===== config.mk =====
export PLATFORM = sky130hd
export DESIGN_NAME = cpwm_channel
export DESIGN_NICKNAME = d
export VERILOG_FILES = /design/src/rtl/cpwm_pkg.sv /design/src/rtl/cpwm_timebase.sv /design/src/rtl/cpwm_refgen.sv /design/src/rtl/cpwm_deadband.sv /design/src/rtl/cpwm_channel.sv
export SDC_FILE = /design/constraint.sdc
export NUM_CORES = 1
export LEC_CHECK = 0
export BUFFER_PORTS_ARGS = -buffer_cell sky130_fd_sc_hd__buf_2
export CORE_UTILIZATION = 31
export DETAILED_ROUTE_END_ITERATION = 12
export PLACE_DENSITY = 0.49
export SKIP_LAST_GASP = 1
export SLEW_MARGIN = 20
export SYNTH_ARGS = -nofsm -noshare
export SYNTH_HDL_FRONTEND = slang
export SYNTH_SLANG_ARGS = --single-unit

===== constraint.sdc =====
create_clock -name clk -period 4.4 [get_ports clk]
set_input_delay 0.88 -clock clk [delete_from_list [all_inputs] [get_ports clk]]
set_output_delay 0.88 -clock clk [all_outputs]
set_load 0.05 [all_outputs]

===== src/rtl/cpwm_pkg.sv =====
package cpwm_pkg;
  // Reference behaviour select; the numeric codes are part of the interface.
  typedef enum logic [2:0] {
    OC_FROZEN       = 3'd0,
    OC_SET_ON_MATCH = 3'd1,
    OC_CLR_ON_MATCH = 3'd2,
    OC_TOGGLE       = 3'd3,
    OC_FORCE_LO     = 3'd4,
    OC_FORCE_HI     = 3'd5,
    OC_PWM_A        = 3'd6,
    OC_PWM_B        = 3'd7
  } oc_mode_e;
endpackage


===== src/rtl/cpwm_timebase.sv =====
module cpwm_timebase #(
  parameter int CNT_W = 16,
  parameter int REP_W = 8
) (
  input  logic             clk,
  input  logic             rst,
  input  logic             cnt_en,
  input  logic [CNT_W-1:0] psc_val,
  input  logic [CNT_W-1:0] arr_val,
  input  logic [CNT_W-1:0] cmp_val,
  input  logic [REP_W-1:0] rep_val,
  output logic [CNT_W-1:0] cnt_q,
  output logic             psc_first,
  output logic [CNT_W-1:0] cmp_act,
  output logic             upd_q
);
  logic [CNT_W-1:0] psc_cnt, psc_act, arr_act;
  logic [REP_W-1:0] rep_q;
  logic tick, wrap, upd_now;

  assign tick      = cnt_en && (psc_cnt == psc_act);
  assign wrap      = tick && (cnt_q == arr_act);
  assign upd_now   = wrap && (rep_q == '0);
  assign psc_first = (psc_cnt == '0);

  always_ff @(posedge clk) begin
    if (rst) begin
      psc_cnt <= '0;
      cnt_q   <= '0;
      rep_q   <= rep_val;
      psc_act <= psc_val;
      arr_act <= arr_val;
      cmp_act <= cmp_val;
      upd_q   <= 1'b0;
    end else begin
      upd_q <= upd_now;
      if (tick)        psc_cnt <= '0;
      else if (cnt_en) psc_cnt <= psc_cnt + CNT_W'(1);
      if (wrap)        cnt_q <= '0;
      else if (tick)   cnt_q <= cnt_q + CNT_W'(1);
      if (wrap) begin
        if (rep_q == '0) rep_q <= rep_val;
        else             rep_q <= rep_q - REP_W'(1);
      end
      if (upd_now) begin
        psc_act <= psc_val;
        arr_act <= arr_val;
        cmp_act <= cmp_val;
      end
    end
  end


  cnt_in_range_chk: assert property (@(posedge clk) disable iff (rst)
    cnt_q <= arr_act);

  cnt_hold_chk: assert property (@(posedge clk) disable iff (rst)
    !cnt_en |=> $stable(cnt_q));

  upd_at_zero_chk: assert property (@(posedge clk) disable iff (rst)
    upd_q |-> (cnt_q == '0));

  shadow_hold_chk: assert property (@(posedge clk) disable iff (rst)
    (!upd_q && !$past(rst)) |-> $stable({psc_act, arr_act, cmp_act}));
endmodule


===== src/rtl/cpwm_refgen.sv =====
module cpwm_refgen
  import cpwm_pkg::*;
#(
  parameter int CNT_W = 16
) (
  input  logic             clk,
  input  logic             rst,
  input  logic             cnt_en,
  input  oc_mode_e         mode,
  input  logic [CNT_W-1:0] cnt,
  input  logic [CNT_W-1:0] cmp,
  input  logic             first,
  output logic             ref_q
);
  logic hit, below;

  // A match counts once per counter value: on its first enabled cycle.
  assign hit   = cnt_en && first && (cnt == cmp);
  assign below = (cnt < cmp);

  always_ff @(posedge clk) begin
    if (rst) begin
      ref_q <= 1'b0;
    end else begin
      case (mode)
        OC_FROZEN:       ref_q <= ref_q;
        OC_SET_ON_MATCH: ref_q <= hit ? 1'b1 : ref_q;
        OC_CLR_ON_MATCH: ref_q <= hit ? 1'b0 : ref_q;
        OC_TOGGLE:       ref_q <= hit ? ~ref_q : ref_q;
        OC_FORCE_LO:     ref_q <= 1'b0;
        OC_FORCE_HI:     ref_q <= 1'b1;
        OC_PWM_A:        ref_q <= below;
        OC_PWM_B:        ref_q <= ~below;
      endcase
    end
  end


  force_hi_chk: assert property (@(posedge clk) disable iff (rst)
    (mode == OC_FORCE_HI) |=> ref_q);

  pwm_a_low_count_chk: assert property (@(posedge clk) disable iff (rst)
    (mode == OC_PWM_A && cnt < cmp) |=> ref_q);
endmodule


===== src/rtl/cpwm_deadband.sv =====
module cpwm_deadband #(
  parameter int DT_W = 8
) (
  input  logic            clk,
  input  logic            rst,
  input  logic            src,
  input  logic [DT_W-1:0] dead,
  output logic            dt_q
);
  logic [DT_W-1:0] run_cnt;

  // Turn-on waits until the source has stayed high for dead+1 cycles;
  // turn-off follows the source at once.
  always_ff @(posedge clk) begin
    if (rst || !src) begin
      run_cnt <= '0;
      dt_q    <= 1'b0;
    end else if (run_cnt == dead) begin
      dt_q    <= 1'b1;
    end else begin
      run_cnt <= run_cnt + DT_W'(1);
    end
  end


  leg_needs_source_chk: assert property (@(posedge clk) disable iff (rst)
    dt_q |-> $past(src));
endmodule


===== src/rtl/cpwm_channel.sv =====
module cpwm_channel
  import cpwm_pkg::*;
#(
  parameter int CNT_W = 16,
  parameter int REP_W = 8,
  parameter int DT_W  = 8
) (
  input  logic             clk,
  input  logic             rst,
  input  logic             cnt_en,
  input  logic [CNT_W-1:0] psc_val,
  input  logic [CNT_W-1:0] arr_val,
  input  logic [CNT_W-1:0] cmp_val,
  input  logic [REP_W-1:0] rep_val,
  input  logic [2:0]       oc_mode,
  input  logic [DT_W-1:0]  dead_val,
  input  logic             idle_main,
  input  logic             idle_comp,
  input  logic             moe_set,
  input  logic             brake_in,
  output logic [CNT_W-1:0] cnt_q,
  output logic             upd_evt,
  output logic             out_main,
  output logic             out_comp
);
  localparam int LEGS = 2;

  logic [CNT_W-1:0] cmp_act;
  logic             psc_first, ref_q, moe_q;
  logic [LEGS-1:0]  leg_src, leg_dt;
  oc_mode_e         mode_e;

  assign mode_e = oc_mode_e'(oc_mode);

  cpwm_timebase #(.CNT_W(CNT_W), .REP_W(REP_W)) u_tb (
    .clk(clk), .rst(rst), .cnt_en(cnt_en),
    .psc_val(psc_val), .arr_val(arr_val), .cmp_val(cmp_val), .rep_val(rep_val),
    .cnt_q(cnt_q), .psc_first(psc_first), .cmp_act(cmp_act), .upd_q(upd_evt)
  );

  cpwm_refgen #(.CNT_W(CNT_W)) u_ref (
    .clk(clk), .rst(rst), .cnt_en(cnt_en), .mode(mode_e),
    .cnt(cnt_q), .cmp(cmp_act), .first(psc_first), .ref_q(ref_q)
  );

  // Leg 0 is driven by the reference, leg 1 by its inverse.
  assign leg_src = {~ref_q, ref_q};

  for (genvar g = 0; g < LEGS; g++) begin : g_leg
    cpwm_deadband #(.DT_W(DT_W)) u_db (
      .clk(clk), .rst(rst), .src(leg_src[g]), .dead(dead_val), .dt_q(leg_dt[g])
    );
  end

  always_ff @(posedge clk) begin
    if (rst) begin
      moe_q    <= 1'b0;
      out_main <= idle_main;
      out_comp <= idle_comp;
    end else begin
      if (brake_in)     moe_q <= 1'b0;
      else if (moe_set) moe_q <= 1'b1;
      if (brake_in || !moe_q) begin
        out_main <= idle_main;
        out_comp <= idle_comp;
      end else begin
        out_main <= leg_dt[0];
        out_comp <= leg_dt[1];
      end
    end
  end


  no_overlap_chk: assert property (@(posedge clk) disable iff (rst)
    $past(moe_q && !brake_in) |-> !(out_main && out_comp));

  brake_idle_chk: assert property (@(posedge clk) disable iff (rst)
    brake_in |=> (!moe_q && out_main == $past(idle_main) && out_comp == $past(idle_comp)));
endmodule


# After elaboration in Yosys (flattened, before gate mapping)
# Cells that the tools add are included.
[totals] word_cells=75 register_bits=111 out_inout_bits=19 romBits=0 inputBits=74 ram_bits=0 mem_count=0 latchBits=0
[op_classes] n_bitwise=3 div_mod_pow=0 n_reduce_logical=19 n_eq_ne=15 n_shift=0 magnitude_cmp=1 addsub=5 multipliers=0 n_mux=17
[ops] cell="$mux 16" count=6
[ops] cell="$eq 16x16->1" count=3
[ops] cell="$add 16x1->16 const B" count=2
[ops] cell="$mux 8" count=3
[ops] cell="$add 8x1->8 const B" count=2
[ops] cell="$eq 8x8->1" count=2
[ops] cell="$logic_not 16->1" count=1
[ops] cell="$lt 16x16->1" count=1
[ops] cell="$eq 3x3->1 const B" count=4
[ops] cell="$logic_not 8->1" count=1
[ops] cell="$sub 8x1->8 const B" count=1
[ops] cell="$mux 1" count=7
[ops] cell="$pmux 1 s7" count=1
[ops] cell="$eq 3x2->1 const B" count=2
[ops] cell="$ne 2x1->1 const B" count=3
[ops] cell="$reduce_or 2->1" count=3
[ops] cell="$logic_and 1x1->1" count=5
[ops] cell="$reduce_and 4->1" count=1
[ops] cell="$reduce_bool 2->1" count=2
[ops] cell="$eq 3x1->1 const B" count=1
[ops] cell="$logic_not 3->1" count=1
[ops] cell="$logic_or 1x1->1" count=3
[ops] cell="$not 1->1" count=3
[ops] cell="$logic_not 1->1" count=2

# Depth between registers and ports, before layout
# Gate-level depths: netlist of the first run.
[depth] ltp_word=6 depth_mapped=8 ltp_nobuf=7

# By module
# Synthesis of the first run repeated with hierarchy kept, for this count alone.
[hier_totals] hier_cells=541 hier_area_um2=5626.6
[by_module_without_submodules] module="cpwm_timebase" area_per_inst_um2=3860.0 n_inst=1 cells_each=329 seq_area_each_um2=2342.2
[by_module_without_submodules] module="cpwm_deadband" area_per_inst_um2=571.8 n_inst=2 cells_each=67 seq_area_each_um2=180.2
[by_module_without_submodules] module="cpwm_refgen" area_per_inst_um2=515.5 n_inst=1 cells_each=69 seq_area_each_um2=20.0
[by_module_without_submodules] module="cpwm_channel" area_per_inst_um2=107.6 n_inst=1 cells_each=9 seq_area_each_um2=60.1

# Least setup slack after synthesis of the first run
# No wires, ideal clock.
[synth_timing] path_kind="input to register" startpoint="input cnt_en" endpoint="register u_tb.arr_act[0] (enable)" arrival_time_ns=3.027 stages=5 n_path_buf=1 t_required_ns=3.990 setup_ns=0.410 slack_ns=0.962 cell_sequence="clkbuf_1 > and2_1 > nand2_4 > o31ai_4 > and2_1"
[synth_between] elab_chain_cells=4
[synth_rtl] item="start: declaration" line="cpwm_channel.sv:10" rtl="input logic cnt_en,"
[synth_rtl] item="$logic_and 1x1->1" line="cpwm_timebase.sv:21" rtl="assign tick = cnt_en && (psc_cnt == psc_act);"
[synth_rtl] item="$logic_and 1x1->1" line="cpwm_timebase.sv:22" rtl="assign wrap = tick && (cnt_q == arr_act);"
[synth_rtl] item="$logic_and 1x1->1" line="cpwm_timebase.sv:23" rtl="assign upd_now = wrap && (rep_q == '0);"
[synth_rtl] item="$reduce_bool 2->1 (no source line)"
[synth_rtl] item="end signal: assignment" line="cpwm_timebase.sv:32" rtl="arr_act <= arr_val;"
[synth_rtl] item="end signal: assignment" line="cpwm_timebase.sv:47" rtl="arr_act <= arr_val;"
[synth_rtl] item="end: declaration" line="cpwm_timebase.sv:17" rtl="logic [CNT_W-1:0] psc_cnt, psc_act, arr_act;"
# Every way passes these cells.
# A chain may end at the register's enable or synchronous reset.

# Worst setup path in the final report of the first run
[layout_timing] startpoint="register u_tb.rep_q[2]" endpoint="register u_tb.psc_act[15] (enable)"
[layout_between] elab_chain_cells=3
[layout_rtl] item="start: declaration" line="cpwm_timebase.sv:18" rtl="logic [REP_W-1:0] rep_q;"
[layout_rtl] item="start signal: assignment" line="cpwm_timebase.sv:30" rtl="rep_q <= rep_val;"
[layout_rtl] item="start signal: assignment" line="cpwm_timebase.sv:42" rtl="if (rep_q == '0) rep_q <= rep_val;"
[layout_rtl] item="start signal: assignment" line="cpwm_timebase.sv:43" rtl="else rep_q <= rep_q - REP_W'(1);"
[layout_rtl] item="$logic_not 8->1" line="cpwm_timebase.sv:23"
[layout_rtl] item="$logic_and 1x1->1" line="cpwm_timebase.sv:23"
[layout_rtl] item="$reduce_bool 2->1 (no source line)"
[layout_rtl] item="end signal: assignment" line="cpwm_timebase.sv:31" rtl="psc_act <= psc_val;"
[layout_rtl] item="end signal: assignment" line="cpwm_timebase.sv:46" rtl="psc_act <= psc_val;"
[layout_rtl] item="end: declaration" line="cpwm_timebase.sv:17"
# Every way passes these cells.

==> results of run 1 <==
==> sequential cells by signal (all words and copies together), names as in the netlist <==
| name | count |
|---|---|
| u_tb.psc_act | 16 |
| u_tb.psc_cnt | 16 |
| out_comp | 1 |
| g_leg.u_db.dt_q | 2 |
| u_ref.ref_q | 1 |
| u_tb.arr_act | 16 |
| u_tb.cnt_q | 16 |
| out_main | 1 |
| moe_q | 1 |
| u_tb.upd_q | 1 |
| u_tb.cmp_act | 16 |
| g_leg.u_db.run_cnt | 16 |
| u_tb.rep_q | 8 |
==> metal layers <==
layer	global-route usage	up-vias
met1	0.195	1885
met3	0.0270	19
met2	0.231	104
met5	0	-
li1	-	2056
met4	0.0630	0
==> where the power goes <==
part	internal, mW	switching (mW)	total, mW	leakage [nW]
registers	1.12	0.0242	1.15	0.975
logic	0.0636	0.0813	0.145	1.49
clock network	0.461	0.374	0.836	0.143
==> layout make-up <==
cell class / count / area (µm²) / share of cell area
clock buffers: 12 / 246 / 0.0380
clock inverters: 4 / 55.1 / 0.00848
inverters: 29 / 109 / 0.0168
multi-input cells: 362 / 2530 / 0.390
flip-flops and latches: 111 / 2780 / 0.429
well taps: 225 / 282 / 0.0434
repair buffers: 95 / 483 / 0.0744
==> cell usage in the layout, fill, tap and decap left out, types with 2 or more instances in the layout <==
| cell | count |
|---|---|
| clkbuf_16 | 9 |
| buf_2 | 92 |
| and2_1 | 8 |
| clkbuf_1 | 2 |
| nor2_1 | 46 |
| xor2_1 | 59 |
| or2_2 | 2 |
| a31oi_1 | 3 |
| o41ai_1 | 2 |
| nand2_1 | 25 |
| dfxtp_1 | 55 |
| and3_1 | 7 |
| xnor2_1 | 24 |
| nor4_2 | 2 |
| inv_1 | 29 |
| o21ai_0 | 12 |
| nand3_1 | 21 |
| nor4b_1 | 3 |
| a21oi_1 | 24 |
| nor3_1 | 7 |
| nand4_1 | 17 |
| o21a_1 | 2 |
| and4_1 | 3 |
| edfxtp_1 | 56 |
| buf_4 | 3 |
| a21o_1 | 2 |
| nor4_1 | 12 |
| o31ai_1 | 10 |
| a211oi_1 | 8 |
| or4_1 | 15 |
| mux2i_1 | 3 |
| nor3b_1 | 2 |
| ha_1 | 23 |
| mux2_2 | 2 |
==> worst max-delay path, cell delays in order, from the launching register on <==
cell and delay, ns:
edfxtp_1 0.43, or4_1 0.60, nor4b_1 0.36, or2_2 0.35, and2_2 0.19, buf_4 0.52
==> kinds of logic after synthesis <==
logic type	share of synthesized area
AND/OR/NAND/NOR	0.180
flip-flops	0.507
XOR/XNOR	0.132
AO/OA/AOI/OAI	0.0871
buffers and inverters	0.0315
adder cells (fa/ha/maj)	0.0524
multiplexers	0.00958
==> through the flow <==
step / util / hold slack [ns]
6_report: 0.375 / 0.467
5_1_grt: 0.375 / 0.504
4_1_cts: 0.375 / 0.479
3_3_place_gp: 0.358 / 0.461
3_5_place_dp: 0.358 / 0.459
2_1_floorplan: - / 0.435
==> final timing paths <==
| check | slack (ns) | end | from | depth (start not counted) |
|---|---|---|---|---|
| setup / recovery | 1.54 | u_tb.psc_act[15] | u_tb.rep_q[2] | 5 |
| hold reg to reg | 0.47 | g_leg[0].u_db.dt_q | g_leg[0].u_db.dt_q | 2 |
| setup reg to reg | 1.54 | u_tb.psc_act[15] | u_tb.rep_q[2] | 5 |
| hold / removal | 0.47 | g_leg[0].u_db.dt_q | g_leg[0].u_db.dt_q | 2 |
==> results.txt, run 1 <==
Setup Viol. Count Final -> 0
initial core utilization -> 0.317
# hold bufs at CTS -> 0
RSZ-0062 raised after global routing -> false
Slew Viols, Final -> 0
#FFs+latches synth -> 111
highest routed layer -> met4
most common cell in the netlist -> xor2_1
endpoints failing hold -> 0
remaining antenna violation count -> 0
Seq/Total Area, Yosys -> 0.507
met1 wire length -> 6180 µm
setup TNS -> 0 ns
vias post-DR -> 4064
clk_lat worst skew -> 0.35 ns
DRC viols -> 0
core area -> 17300 µm²
CTS H-tree depth -> 3
vias in the first global route -> 3970
area grow syn2layout -> 18.3%
placed insts -> 822
die height -> 135 µm
CTS resizes -> 0
routability cong. -> 0.837
Pwr Density -> 328 nW/µm²
# nets final -> 705
Leak -> 2.60 nW
CTS Buf Count -> 9
Synth warnings -> 0
first-pass GRT wire length -> 20600 µm
Reg clk slew, reported paths -> 0.07 ns
Period minus WS final -> 2.86 ns
non-filler instance count after layout -> 838
detailed router's first-iteration violation count -> 187
worst slew pin tran -> 0.998 ns
pre-CTS WS -> 1.49 ns
die area -> 18200 µm²
Crit Path Category -> reg2reg
Post-synth top cells -> 59 x xor2_1, 56 x edfxtp_1, 55 x dfxtp_1, 46 x nor2_1, 29 x inv_1
crit path capture type -> flip-flop
number of synthesized flops with an enable pin -> 56
vias per inst -> 4.85
Avg Cell Area, Syn -> 10.7 µm²
Total Wirelength -> 12700 µm
postcts setup bufs -> 0
clock sink count -> 111
clock buffer depth -> 2
VDD IR-drop max -> 0.193 mV
WL met3 -> 558 µm
CTS tree -> built
largest net degree at the start of global routing -> 49
Worst setup SP type -> flip-flop
Worst Skew -> 0.00996 ns
worst endpoint required time -> 4.39 ns
synth top area cells -> edfxtp_1 31%, dfxtp_1 20%, xor2_1 9.4%, ha_1 5.2%, xnor2_1 3.8%
antenna violations before repair -> 0
Congestion Overflow GR -> 0
fin crit share -> 0.650
dpl hpwl -> 9330 µm
fill count -> 1724
wire per inst -> 15.2 µm
total power -> 2.13 mW
Max Fclk -> 350 MHz
DRT Pass-1 Iters -> 4
Port Buf Inserts -> 92
CP max FO -> 48
total track usage -> 0.146
ys flop type -> edfxtp_1
Core Rows -> 48
Async S/R FF share, synth -> 0
design area -> 6490 µm²
top cell type's share of synthesized area -> 0.306
number of distinct library cells after synthesis -> 51
slew margin rel. -> 0.328
Area after DPL -> 6190 µm²
worst min-delay path class -> reg2reg
final setup margin -> 1.54 ns
met2 wire len -> 5720 µm
antenna fix cells -> 0
status -> finished, final reports clean
Synthesized Nets -> 612
die width -> 135 µm
share of cells above drive strength 1 -> 0.199
IO Pins -> 93
area leader, netlist -> edfxtp_1
max-cap viol count -> 0
root buf cell -> clkbuf_16
Syn Inst Count -> 515
CP arrival -> 2.85 ns
synthesized cell area -> 5490 µm²
Power figures use the tool's default switching activity.
==> inputs of run 2 (changes only) <==
ABC_AREA = 1   (was default)
clock period = 2.9 ns   (was 4.4 ns; I/O delays follow)
==> results.txt, run 2 <==
status -> finished, final reports clean (unchanged)
number of distinct library cells after synthesis -> 35 (was 51)
synthesized cell area -> 6120 µm² (was 5490 µm²)
RSZ-0062 raised after global routing -> false (unchanged)
CTS resizes -> 0 (unchanged)
# hold bufs at CTS -> 0 (unchanged)
Area after DPL -> 6900 µm² (was 6190 µm²)
most common cell in the netlist -> nand2_1 (was xor2_1)
routability cong. -> 0.769 (was 0.837)
vias per inst -> 4.32 (was 4.85)
die width -> 142 µm (was 135 µm)
clock sink count -> 111 (unchanged)
fin crit share -> 0.754 (was 0.650)
Max Fclk -> 457 MHz (was 350 MHz)
worst r2r src -> u_tb.psc_cnt[6] (was u_tb.rep_q[2])
remaining antenna violation count -> 0 (unchanged)
most common cell after layout, fill and taps aside -> nand2_1 (was buf_2)
postcts setup bufs -> 0 (unchanged)
first-pass GRT wire length -> 23600 µm (was 20600 µm)
Crit path largest cell delay -> 0.43 ns (was 0.60 ns)
hold path start -> cmp_val[7] (was g_leg[0].u_db.dt_q)
detailed router's first-iteration violation count -> 255 (was 187)
Period minus WS final -> 2.19 ns (was 2.86 ns)
slew margin rel. -> 0.602 (was 0.328)
wire per inst -> 12.8 µm (was 15.2 µm)
Synthesized Nets -> 876 (was 612)
cell with the most instances on the worst path -> nand2_1
CTS tree -> built (unchanged)
clock buffer depth -> 2 (unchanged)
area leader, netlist -> edfxtp_1 (unchanged)
CP top delay family -> simple AND/OR/NAND/NOR gates (unchanged)
crit path capture type -> flip-flop (unchanged)
Synth warnings -> 0 (unchanged)
#FFs+latches synth -> 111 (unchanged)
number of synthesized flops with an enable pin -> 56 (unchanged)
CP max stage cell -> dfxtp_1 (was or4_1)
design area -> 7210 µm² (was 6490 µm²)
Register Area -> 2780 µm² (unchanged)
vias post-DR -> 4959 (was 4064)
Avg Cell Area, Syn -> 7.85 µm² (was 10.7 µm²)
fill count -> 2113 (was 1724)
share of cells above drive strength 1 -> 0.159 (was 0.199)
DRT Pass-1 Iters -> 4 (unchanged)
max-cap viol count -> 0 (unchanged)
most frequent cells in the layout -> 228 x nand2_1, 99 x inv_1, 92 x buf_2 (was 92 x buf_2, 59 x xor2_1, 56 x edfxtp_1)
CP Buf/Inv Count -> 2 (was 1)
Crit Path Category -> reg2reg (unchanged)
total power -> 3.32 mW (was 2.13 mW)
core area -> 19400 µm² (was 17300 µm²)
die height -> 142 µm (was 135 µm)
top cell type's share of synthesized area -> 0.275 (was 0.306)
largest net degree at the start of global routing -> 29 (was 49)
Worst Skew -> 0.00505 ns (was 0.00996 ns)
start point of the critical path -> u_tb.psc_cnt[6] (was u_tb.rep_q[2])
CP arrival -> 2.23 ns (was 2.85 ns)
antenna violations before repair -> 2 (was 0)
CP max FO -> 20 (was 48)
DRC viols -> 0 (unchanged)
dpl hpwl -> 11100 µm (was 9330 µm)
Slew Viols, Final -> 0 (unchanged)
ys flop type -> edfxtp_1 (unchanged)
Worst setup SP type -> flip-flop (unchanged)
Port Buf Inserts -> 92 (unchanged)
Seq/Total Area, Yosys -> 0.455 (was 0.507)
multi-input logic area -> 2840 µm² (was 2530 µm²)
worst slew pin tran -> 0.596 ns (was 0.998 ns)
Setup Viol. Count Final -> 0 (unchanged)
CTS Buf Count -> 9 (unchanged)
Congestion Overflow GR -> 0 (unchanged)
Pwr Density -> 460 nW/µm² (was 328 nW/µm²)
Reg clk slew, reported paths -> 0.08 ns (was 0.07 ns)
initial core utilization -> 0.315 (was 0.317)
Leak -> 3.33 nW (was 2.60 nW)
# nets final -> 972 (was 705)
CTS H-tree depth -> 3 (unchanged)
Async S/R FF share, synth -> 0 (unchanged)
vias in the first global route -> 4734 (was 3970)
setup TNS -> 0 ns (unchanged)
clk_lat worst skew -> 0.36 ns (was 0.35 ns)
IO Pins -> 93 (unchanged)
Core Rows -> 51 (was 48)
worst min-delay path class -> in2reg (was reg2reg)
Syn Inst Count -> 779 (was 515)
Critical Path, Cell by Cell -> inv_2, nand2_1, nand2_1, nor2_1, nand2_1, nor2_4, nand3_4, nor2_1, nand2_1, nand2_2, buf_4 (was or4_1, nor4b_1, or2_2, and2_2, buf_4)
total track usage -> 0.152 (was 0.146)
area grow syn2layout -> 17.8% (was 18.3%)
Total Wirelength -> 14700 µm (was 12700 µm)
die area -> 20300 µm² (was 18200 µm²)
root buf cell -> clkbuf_16 (unchanged)
worst endpoint required time -> 2.94 ns (was 4.39 ns)
Hold WS -> 0.392 ns (was 0.467 ns)
Post-synth top cells -> 229 x nand2_1, 99 x inv_1, 87 x nor2_1, 56 x edfxtp_1, 55 x dfxtp_1 (was 59 x xor2_1, 56 x edfxtp_1, 55 x dfxtp_1, 46 x nor2_1, 29 x inv_1)
synth top area cells -> edfxtp_1 27%, dfxtp_1 18%, nand2_1 14%, inv_1 6.1%, xor2_1 6.0% (was edfxtp_1 31%, dfxtp_1 20%, xor2_1 9.4%, ha_1 5.2%, xnor2_1 3.8%)
endpoints failing hold -> 0 (unchanged)
VDD IR-drop max -> 0.273 mV (was 0.193 mV)
## run 2: cell types whose count changed after synthesis, sizes merged, moves of 9 or more
cell	previous run	this run
nand2	26	230
nand3	22	32
nor4	15	0
xor2	59	42
nor2	46	93
inv	29	106
o31ai	11	1
nand4	17	32
a21oi	24	33
or4	15	0
## run 2: per-layer routing
| metal | vias up | part of all wire | GRT usage |
|---|---|---|---|
| met5 | - | 0 | 0 |
| met4 | 0 | 0.017 | 0.0668 |
| met3 | 14 | 0.045 | 0.0310 |
| met2 | 82 | 0.46 | 0.246 |
| met1 | 2184 | 0.48 | 0.196 |
| li1 | 2679 | - | - |
## run 2: per-stage QoR
| stage | utilization | setup WS (ns) | cells |
|---|---|---|---|
| 5_1_grt | 0.371 | 0.490 | 1145 |
| 3_3_place_gp | 0.356 | 0.723 | 1129 |
| 6_report | 0.372 | 0.713 | 1148 |
| 2_1_floorplan | - | 0.00414 | 779 |
| 4_1_cts | 0.371 | 0.702 | 1145 |
| 3_5_place_dp | 0.356 | 0.684 | 1129 |
## run 2: final cells by class
| class | count | area share |
|---|---|---|
| multi-input combinational | 544 | 0.394 |
| sequential | 111 | 0.386 |
| timing repair buffer | 103 | 0.0771 |
| inverter | 106 | 0.0552 |
| tap | 265 | 0.0460 |
| clock buffer | 9 | 0.0312 |
| clock inverter | 7 | 0.00989 |
| antenna | 3 | 0.00104 |
## run 2: path summary, 6_finish.rpt
path	endpoint	slack [ns]	cells after the start
setup / recovery	u_tb.cmp_act[9]	0.71	11
hold / removal	u_tb.cmp_act[7]	0.39	1
setup reg to reg	u_tb.cmp_act[9]	0.71	11
hold reg to reg	g_leg[0].u_db.dt_q	0.46	2
## run 2: report_power, final
group          total, mW  internal (mW)  switching (mW)
sequential          1.77           1.73          0.0391
clock               1.27          0.672           0.594
combinational      0.280          0.117           0.163
total               3.32           2.52           0.797
## run 2: logic make-up after synthesis
family          count (synthesis)  synth area share
simple gates                  409             0.286
xor+xnor                       61            0.0873
compound gates                 51            0.0428
buf+inv                       124            0.0818
flops                         111             0.455
fa+ha+maj                      23            0.0470
